--- config.mk ---
export PLATFORM = sky130hd
export DESIGN_NAME = fsync_monitor
export DESIGN_NICKNAME = d
export VERILOG_FILES = /design/src/rtl/fsync_pkg.sv /design/src/rtl/fsync_sampler.sv /design/src/rtl/fsync_frame_ctr.sv /design/src/rtl/fsync_tracker.sv /design/src/rtl/fsync_irq.sv /design/src/rtl/fsync_monitor.sv
export SDC_FILE = /design/constraint.sdc
export NUM_CORES = 1
export LEC_CHECK = 0
export BUFFER_PORTS_ARGS = -buffer_cell sky130_fd_sc_hd__buf_2
export CORE_MARGIN = 3
export CORE_UTILIZATION = 48
export DETAILED_ROUTE_END_ITERATION = 6
export PLACE_DENSITY = 0.76
export SYNTH_ARGS = -nofsm -noshare
export SYNTH_HDL_FRONTEND = slang
export SYNTH_HIERARCHICAL = 1
export SYNTH_SLANG_ARGS = --single-unit
--- constraint.sdc ---
create_clock -name clk -period 2.4 [get_ports clk]
set_input_delay 0.12 -clock clk [delete_from_list [all_inputs] [get_ports clk]]
set_output_delay 0.12 -clock clk [all_outputs]
set_load 0.03 [all_outputs]
--- src/rtl/fsync_pkg.sv ---
package fsync_pkg;
  typedef enum logic [1:0] {
    ST_HUNT   = 2'd0,
    ST_CHECK  = 2'd1,
    ST_LOCKED = 2'd2
  } sync_state_e;

  localparam int IRQ_GAIN = 0;
  localparam int IRQ_LOST = 1;
  localparam int IRQ_N    = 2;
endpackage

--- src/rtl/fsync_sampler.sv ---
module fsync_sampler (
  input  logic clk,
  input  logic rst_n,
  input  logic sync_in,
  output logic rise_o
);
  logic fall_smp;
  logic prev_smp;

  // pulse is captured on the falling clock edge
  always_ff @(negedge clk or negedge rst_n) begin
    if (!rst_n) fall_smp <= 1'b0;
    else        fall_smp <= sync_in;
  end

  always_ff @(posedge clk or negedge rst_n) begin
    if (!rst_n) prev_smp <= 1'b0;
    else        prev_smp <= fall_smp;
  end

  assign rise_o = fall_smp & ~prev_smp;

  AST_SINGLE_RISE: assert property (@(posedge clk) disable iff (!rst_n)
    rise_o |=> !rise_o);
endmodule

--- src/rtl/fsync_frame_ctr.sv ---
module fsync_frame_ctr #(
  parameter int LEN_W = 12
) (
  input  logic             clk,
  input  logic             rst_n,
  input  logic             align_i,
  input  logic [LEN_W-1:0] len_i,
  output logic [LEN_W-1:0] pos_o,
  output logic             at_end_o
);
  localparam logic [LEN_W-1:0] ONE = LEN_W'(1);

  function automatic logic [LEN_W-1:0] last_pos(input logic [LEN_W-1:0] len);
    return len - ONE;
  endfunction

  function automatic logic [LEN_W-1:0] step_pos(input logic [LEN_W-1:0] pos,
                                                input logic [LEN_W-1:0] len);
    return (pos == last_pos(len)) ? '0 : pos + ONE;
  endfunction

  logic [LEN_W-1:0] pos_q;

  always_ff @(posedge clk or negedge rst_n) begin
    if (!rst_n)       pos_q <= '0;
    else if (align_i) pos_q <= '0;
    else              pos_q <= step_pos(pos_q, len_i);
  end

  assign pos_o    = pos_q;
  assign at_end_o = (pos_q == last_pos(len_i));

  AST_ALIGN_ZERO: assert property (@(posedge clk) disable iff (!rst_n)
    align_i |=> (pos_o == '0));
  AST_POS_RANGE: assert property (@(posedge clk) disable iff (!rst_n)
    (len_i > ONE) |-> (pos_o < len_i));
endmodule

--- src/rtl/fsync_tracker.sv ---
module fsync_tracker
  import fsync_pkg::*;
(
  input  logic clk,
  input  logic rst_n,
  input  logic rise_i,
  input  logic at_end_i,
  output logic locked_o,
  output logic gain_o,
  output logic lost_o
);
  sync_state_e st_q, st_d;
  logic        miss_q, miss_d;
  logic        on_time;
  logic        no_pulse_end;

  assign on_time      = rise_i & at_end_i;
  assign no_pulse_end = at_end_i & ~rise_i;

  always_comb begin
    st_d   = st_q;
    miss_d = miss_q;
    gain_o = 1'b0;
    lost_o = 1'b0;
    unique case (st_q)
      ST_HUNT: begin
        miss_d = 1'b0;
        if (rise_i) st_d = ST_CHECK;
      end
      ST_CHECK: begin
        miss_d = 1'b0;
        if (on_time) begin
          st_d   = ST_LOCKED;
          gain_o = 1'b1;
        end else if (no_pulse_end) begin
          st_d = ST_HUNT;
        end
      end
      ST_LOCKED: begin
        if (rise_i) begin
          miss_d = 1'b0;
          if (!at_end_i) begin
            st_d   = ST_CHECK;
            lost_o = 1'b1;
          end
        end else if (at_end_i) begin
          if (miss_q) begin
            st_d   = ST_HUNT;
            miss_d = 1'b0;
            lost_o = 1'b1;
          end else begin
            miss_d = 1'b1;
          end
        end
      end
      default: st_d = ST_HUNT;
    endcase
  end

  always_ff @(posedge clk or negedge rst_n) begin
    if (!rst_n) begin
      st_q   <= ST_HUNT;
      miss_q <= 1'b0;
    end else begin
      st_q   <= st_d;
      miss_q <= miss_d;
    end
  end

  assign locked_o = (st_q == ST_LOCKED);

  AST_LOCK_ENTRY: assert property (@(posedge clk) disable iff (!rst_n)
    $rose(locked_o) |-> $past(rise_i && at_end_i));
  AST_LOSS_CAUSE: assert property (@(posedge clk) disable iff (!rst_n)
    $fell(locked_o) |-> $past(lost_o));
  AST_NO_GAIN_LOST: assert property (@(posedge clk) disable iff (!rst_n)
    !(gain_o && lost_o));
endmodule

--- src/rtl/fsync_irq.sv ---
module fsync_irq
  import fsync_pkg::*;
(
  input  logic             clk,
  input  logic             rst_n,
  input  logic [IRQ_N-1:0] set_i,
  input  logic [IRQ_N-1:0] clr_i,
  output logic [IRQ_N-1:0] flag_o
);
  for (genvar g = 0; g < IRQ_N; g++) begin : g_flag
    logic flag_q;
    always_ff @(posedge clk or negedge rst_n) begin
      if (!rst_n)         flag_q <= 1'b0;
      else if (set_i[g])  flag_q <= 1'b1;
      else if (clr_i[g])  flag_q <= 1'b0;
    end
    assign flag_o[g] = flag_q;

    AST_SET_WINS: assert property (@(posedge clk) disable iff (!rst_n)
      set_i[g] |=> flag_o[g]);
    AST_STICKY: assert property (@(posedge clk) disable iff (!rst_n)
      (flag_o[g] && !clr_i[g]) |=> flag_o[g]);
  end
endmodule

--- src/rtl/fsync_monitor.sv ---
module fsync_monitor
  import fsync_pkg::*;
#(
  parameter int LEN_W = 12
) (
  input  logic             clk,
  input  logic             rst_n,
  input  logic             sync_in,
  input  logic [LEN_W-1:0] frame_len,
  input  logic [1:0]       irq_clr,
  output logic [LEN_W-1:0] frame_pos,
  output logic             sync_locked,
  output logic             irq_gained,
  output logic             irq_lost
);
  logic             sp_rise;
  logic             frame_end;
  logic             ev_gain;
  logic             ev_lost;
  logic [IRQ_N-1:0] irq_set;
  logic [IRQ_N-1:0] irq_flags;

  fsync_sampler u_sampler (
    .clk     (clk),
    .rst_n   (rst_n),
    .sync_in (sync_in),
    .rise_o  (sp_rise)
  );

  fsync_frame_ctr #(.LEN_W(LEN_W)) u_ctr (
    .clk      (clk),
    .rst_n    (rst_n),
    .align_i  (sp_rise),
    .len_i    (frame_len),
    .pos_o    (frame_pos),
    .at_end_o (frame_end)
  );

  fsync_tracker u_trk (
    .clk      (clk),
    .rst_n    (rst_n),
    .rise_i   (sp_rise),
    .at_end_i (frame_end),
    .locked_o (sync_locked),
    .gain_o   (ev_gain),
    .lost_o   (ev_lost)
  );

  always_comb begin
    irq_set           = '0;
    irq_set[IRQ_GAIN] = ev_gain;
    irq_set[IRQ_LOST] = ev_lost;
  end

  fsync_irq u_irq (
    .clk    (clk),
    .rst_n  (rst_n),
    .set_i  (irq_set),
    .clr_i  (irq_clr),
    .flag_o (irq_flags)
  );

  assign irq_gained = irq_flags[IRQ_GAIN];
  assign irq_lost   = irq_flags[IRQ_LOST];

  AST_GAIN_WITH_LOCK: assert property (@(posedge clk) disable iff (!rst_n)
    $rose(sync_locked) |-> irq_gained);
  AST_LOST_WITH_UNLOCK: assert property (@(posedge clk) disable iff (!rst_n)
    $fell(sync_locked) |-> irq_lost);
endmodule

[After elaboration in Yosys (flattened, before gate mapping)]
Index checks and enable logic that the tools add are counted.
Storage, ports and cells
  bits of input ports: 17
  logic and storage cells: 54
  memories: 0
  register bits: 19
  output and inout bits: 15
  bits in writable memories: 0
  bits in latches: 0
  bits in read-only memories: 0
Cells by class
  shift operators: 0
  muxes and demuxes: 25
  add/sub/neg operators: 2
  multipliers: 0
  divide/modulo/power cells: 0
  equal/unequal tests: 8
  bitwise logic cells: 5
  reduce and logical (&&, ||, !) cells: 7
  order comparisons: 0
Operators by type and width (count)
  $mux 12: 2
  $mux 1: 14
  $mux 2: 7
  $add 12x1->12 const B: 1
  $eq 12x12->1: 1
  $sub 12x1->12 const B: 1
  $ne 3x1->1 const B: 3
  $pmux 2 s3: 1
  $reduce_bool 2->1: 3
  $reduce_and 5->1: 1
  $and 1x1->1: 3
  $ne 3x3->1 const B: 1
  $eq 2x1->1 const B: 1
  $eq 2x2->1 const B: 1
  $logic_not 2->1: 1
  $ne 2x1->1 const B: 1
  $not 1->1: 2
  $pmux 1 s2: 1
  $reduce_and 2->1: 1
  $reduce_or 2->1: 1

[Logic depth before layout (Yosys ltp)]
  depth in word-level cells: 7
  mapped depth: 11
  mapped depth without buffers: 10

[Hierarchy]
Netlist, hierarchy kept.
By module, submodules not included
  fsync_frame_ctr: sequential area each 300.3 µm², area each 987.2 µm², cells each 112, instances 1
  fsync_tracker: sequential area each 75.1 µm², area each 196.4 µm², cells each 20, instances 1
  fsync_irq: sequential area each 50.0 µm², area each 87.6 µm², cells each 8, instances 1
  fsync_sampler: sequential area each 50.0 µm², area each 63.8 µm², cells each 3, instances 1

==> impl_metrics.env <==
export IMPL_run_status="finished clean"
export IMPL_syn_to_final_growth_pct=30.6
export IMPL_grt_antenna_before_repair=0
export IMPL_fin_hold_ws_ns=0.0788
export IMPL_drt_iter0_markers=57
export IMPL_crit_buf_inv=1
export IMPL_cts_tree="done"
export IMPL_crit_path_start_kind="flip-flop"
export IMPL_ys_types=46
export IMPL_io_buffers=31
export IMPL_grt_pass1_vias=1194
export IMPL_drive_above_1_share=0.379
export IMPL_finalSetupViolations=0
export IMPL_path_clk_slew_ns=0.11
export IMPL_drc=0
export IMPL_yosysSeqAreaShare=0.356
export IMPL_nFillCells=213
export IMPL_yosys_warnings=6
export IMPL_cts_num_sinks=19
export IMPL_synth_seq_cells=19
export IMPL_die_area_um2=3450
export IMPL_vias=1309
export IMPL_min_path_type="primary input to flip-flop"
export IMPL_fin_crit_sh=0.989
export IMPL_ant_nets=0
export IMPL_numCtsBuffers=3
export IMPL_finClkSkew_ns=0.00263
export IMPL_cp_data_arrival_time_ns=2.57
export IMPL_regArea_um2=475
export IMPL_start_util=0.520
export IMPL_grt_overflow=0
export IMPL_grt_use_met2=0.320
export IMPL_grt_max_degree=20
export IMPL_drv_slew=0
export IMPL_crit_fanout=5
export IMPL_synth_nets=162
export IMPL_fmax_ghz=0.421
export IMPL_fin_cells=225
export IMPL_hold_depth=3
export IMPL_endpoint_kind="flip-flop"
export IMPL_worstPathRequired_ns=2.60
export IMPL_power_uw=839
export IMPL_multi_input_area_um2=820
export IMPL_rows=18
export IMPL_path_depth=9
export IMPL_cts_root_buf="clkbuf_4"
export IMPL_syn_area_per_cell_um2=9.34
export IMPL_rsz0062_at_grt="true"
export IMPL_detail_route_first_pass_iterations=4
export IMPL_hold_viol=0
export IMPL_busiest_layer="met2"
export IMPL_gp_congestion=0.860
export IMPL_fp_dieH_um=58.7
export IMPL_synthCells=143
export IMPL_dpl_hpwl_um=2510
export IMPL_clkLatencyLatePin_ns=0.30
export IMPL_ff2ff_path_depth=9
export IMPL_critPathTopFamily="simple AND/OR/NAND/NOR gates"
export IMPL_max_stage_delay_ns=0.42
export IMPL_n_antenna_cell=0
export IMPL_grt_use_total=0.195
export IMPL_core_um2=2570
export IMPL_wl_per_cell_um=14.8
export IMPL_relSlewSlack=0.692
export IMPL_grtUsageMet1=0.264
export IMPL_clock_path_buffers=2
export IMPL_power_density_nw_per_um2=481
export IMPL_cp_cell_sequence="xnor2_1, or3_4, a2111oi_4, o211ai_1, nor4b_2, buf_4, nand2b_4, a21oi_2, a21o_1"
export IMPL_syn_area_um2=1340
export IMPL_met3_usage=0.0395
export IMPL_max_cap_violations=0
export IMPL_grt_pass1_wl_um=5290
export IMPL_p_leak_nw=0.824
export IMPL_routed_wl_um=3320
export IMPL_fp_dieW_um=58.7
export IMPL_cts_htree_levels=1
export IMPL_path_class="flip-flop to flip-flop"
export IMPL_num_nets_final=215
export IMPL_utilization=0.679
export IMPL_crit_slowest_cell="dfrtp_1"
export IMPL_viasPerCell=5.82
export IMPL_period_needed_ns=2.37
export IMPL_ir_worst_vdd_mv=0.612
export IMPL_io_pins=32
export IMPL_tightest_slew_ns=0.456
export IMPL_dp_cells=217
cells in the mapped netlist (all sizes together):
master | number | area share
dfrtp | 18 | 0.34
xnor2 | 15 | 0.098
nor3 | 13 | 0.049
xor2 | 9 | 0.059
nand3 | 8 | 0.030
nand2 | 6 | 0.017
nand2b | 6 | 0.028
nor2 | 6 | 0.017
clkbuf | 5 | 0.015
inv | 5 | 0.014
buf | 4 | 0.028
a21oi | 3 | 0.011
o21ai | 3 | 0.011
or3 | 3 | 0.015
or4 | 3 | 0.018
a21o | 2 | 0.011
and3 | 2 | 0.0094
ha | 2 | 0.019
nand3b | 2 | 0.011
nor2b | 2 | 0.015
nor4 | 2 | 0.0094
o211ai | 2 | 0.011
o22ai | 2 | 0.0094
o31ai | 2 | 0.011
o41ai | 2 | 0.013
a2111oi | 1 | 0.011
a21bo | 1 | 0.0075
a221oi | 1 | 0.0066
a22oi | 1 | 0.0056
a311oi | 1 | 0.0066
and2 | 1 | 0.0047
and4 | 1 | 0.0066
and4b | 1 | 0.0084
dfrtn | 1 | 0.019
nand4bb | 1 | 0.0084
nor3b | 1 | 0.0056
nor4b | 1 | 0.011
o21ba | 1 | 0.0075
o311ai | 1 | 0.0066
o32ai | 1 | 0.012
or2 | 1 | 0.0047
worst paths after layout:
path                                        start                      to  slack (ns)
max                                u_ctr/pos_o[7]  u_irq/g_flag[1].flag_q        0.03
min                                    irq_clr[1]  u_irq/g_flag[1].flag_q        0.08
max reg2reg                        u_ctr/pos_o[7]  u_irq/g_flag[1].flag_q        0.03
min reg2reg                u_irq/g_flag[1].flag_q  u_irq/g_flag[1].flag_q        0.49
max in group asynchronous                   rst_n      u_sampler/fall_smp        0.73
min in group asynchronous                   rst_n      u_sampler/prev_smp        0.26
metrics by stage:
stage | area (um2) | setup TNS (ns) | setup WS (ns)
floorplan | 1350 | -0.359 | -0.155
global placement | 1660 | -0.845 | -0.160
detailed placement | 1660 | -1.47 | -0.172
CTS | 1700 | 0 | 0.0232
global route | 1740 | -0.293 | -0.128
finish | 1740 | 0 | 0.0257
state kept, by name, indices dropped and copies added, names as in the netlist:
name                 cells
u_sampler/fall_smp       1
u_irq/g_flag.flag_q      2
u_sampler/prev_smp       1
u_ctr/pos_o             12
u_trk/st_q               2
u_trk/miss_q             1
cell families (layout without fill, tap and decap cells):
kind of cell               after synthesis  after routing  share of synthesized area
AOI/OAI and AO/OA                       24             24                      0.142
and+or+nand+nor                         60             60                      0.268
DFF                                     19             19                      0.356
buffers and inverters                   14             66                     0.0572
adders and majority gates                2              2                     0.0187
xor gates and xnor gates                24             24                      0.157
cells in the final DEF, fill, tap and decap left out, types with 3 or more instances in the layout:
master and count:
xnor2_1 15, nor2_1 6, clkbuf_4 3, xor2_1 9, o21ai_0 3, nor3_1 13, dfrtp_1 18, nand3_1 8
nand2b_1 5, buf_2 32, buf_4 23, inv_1 5, nand2_1 6
layout make-up:
type	instances	area share
multi-input combinational	110	0.470
sequential	19	0.273
timing repair buffer	57	0.208
tap	30	0.0215
clock buffer	3	0.0129
inverter	5	0.0108
clock inverter	1	0.00430
worst register-to-register path, stage by stage (launching register included):
cell	delay, ns
dfrtp_1	0.42
xnor2_1	0.15
or3_4	0.40
a2111oi_4	0.28
o211ai_1	0.18
nor4b_2	0.33
buf_4	0.20
nand2b_4	0.12
a21oi_2	0.04
a21o_1	0.15
where the power goes:
group,leakage (nW),switching (mW),total (mW),internal [mW]
combinational,0.559,0.153,0.275,0.122
sequential,0.251,0.0491,0.400,0.350
clock,0.0139,0.101,0.165,0.0635
routing by layer:
metal / wire length [um] / up-vias
li1: - / 623
met1: 1470 / 645
met2: 1650 / 35
met3: 173 / 6
met4: 29 / 0
met5: 0 / -
what timing repair did:
action | CTS | global route
hold buffers | 1 | 0
buffers inserted | 0 | 2
endpoints found under the hold margin | 18 | 0
gates resized for setup | 0 | 5
setup endpoints to repair | 0 | 4
(Power assumes the default switching activity.)
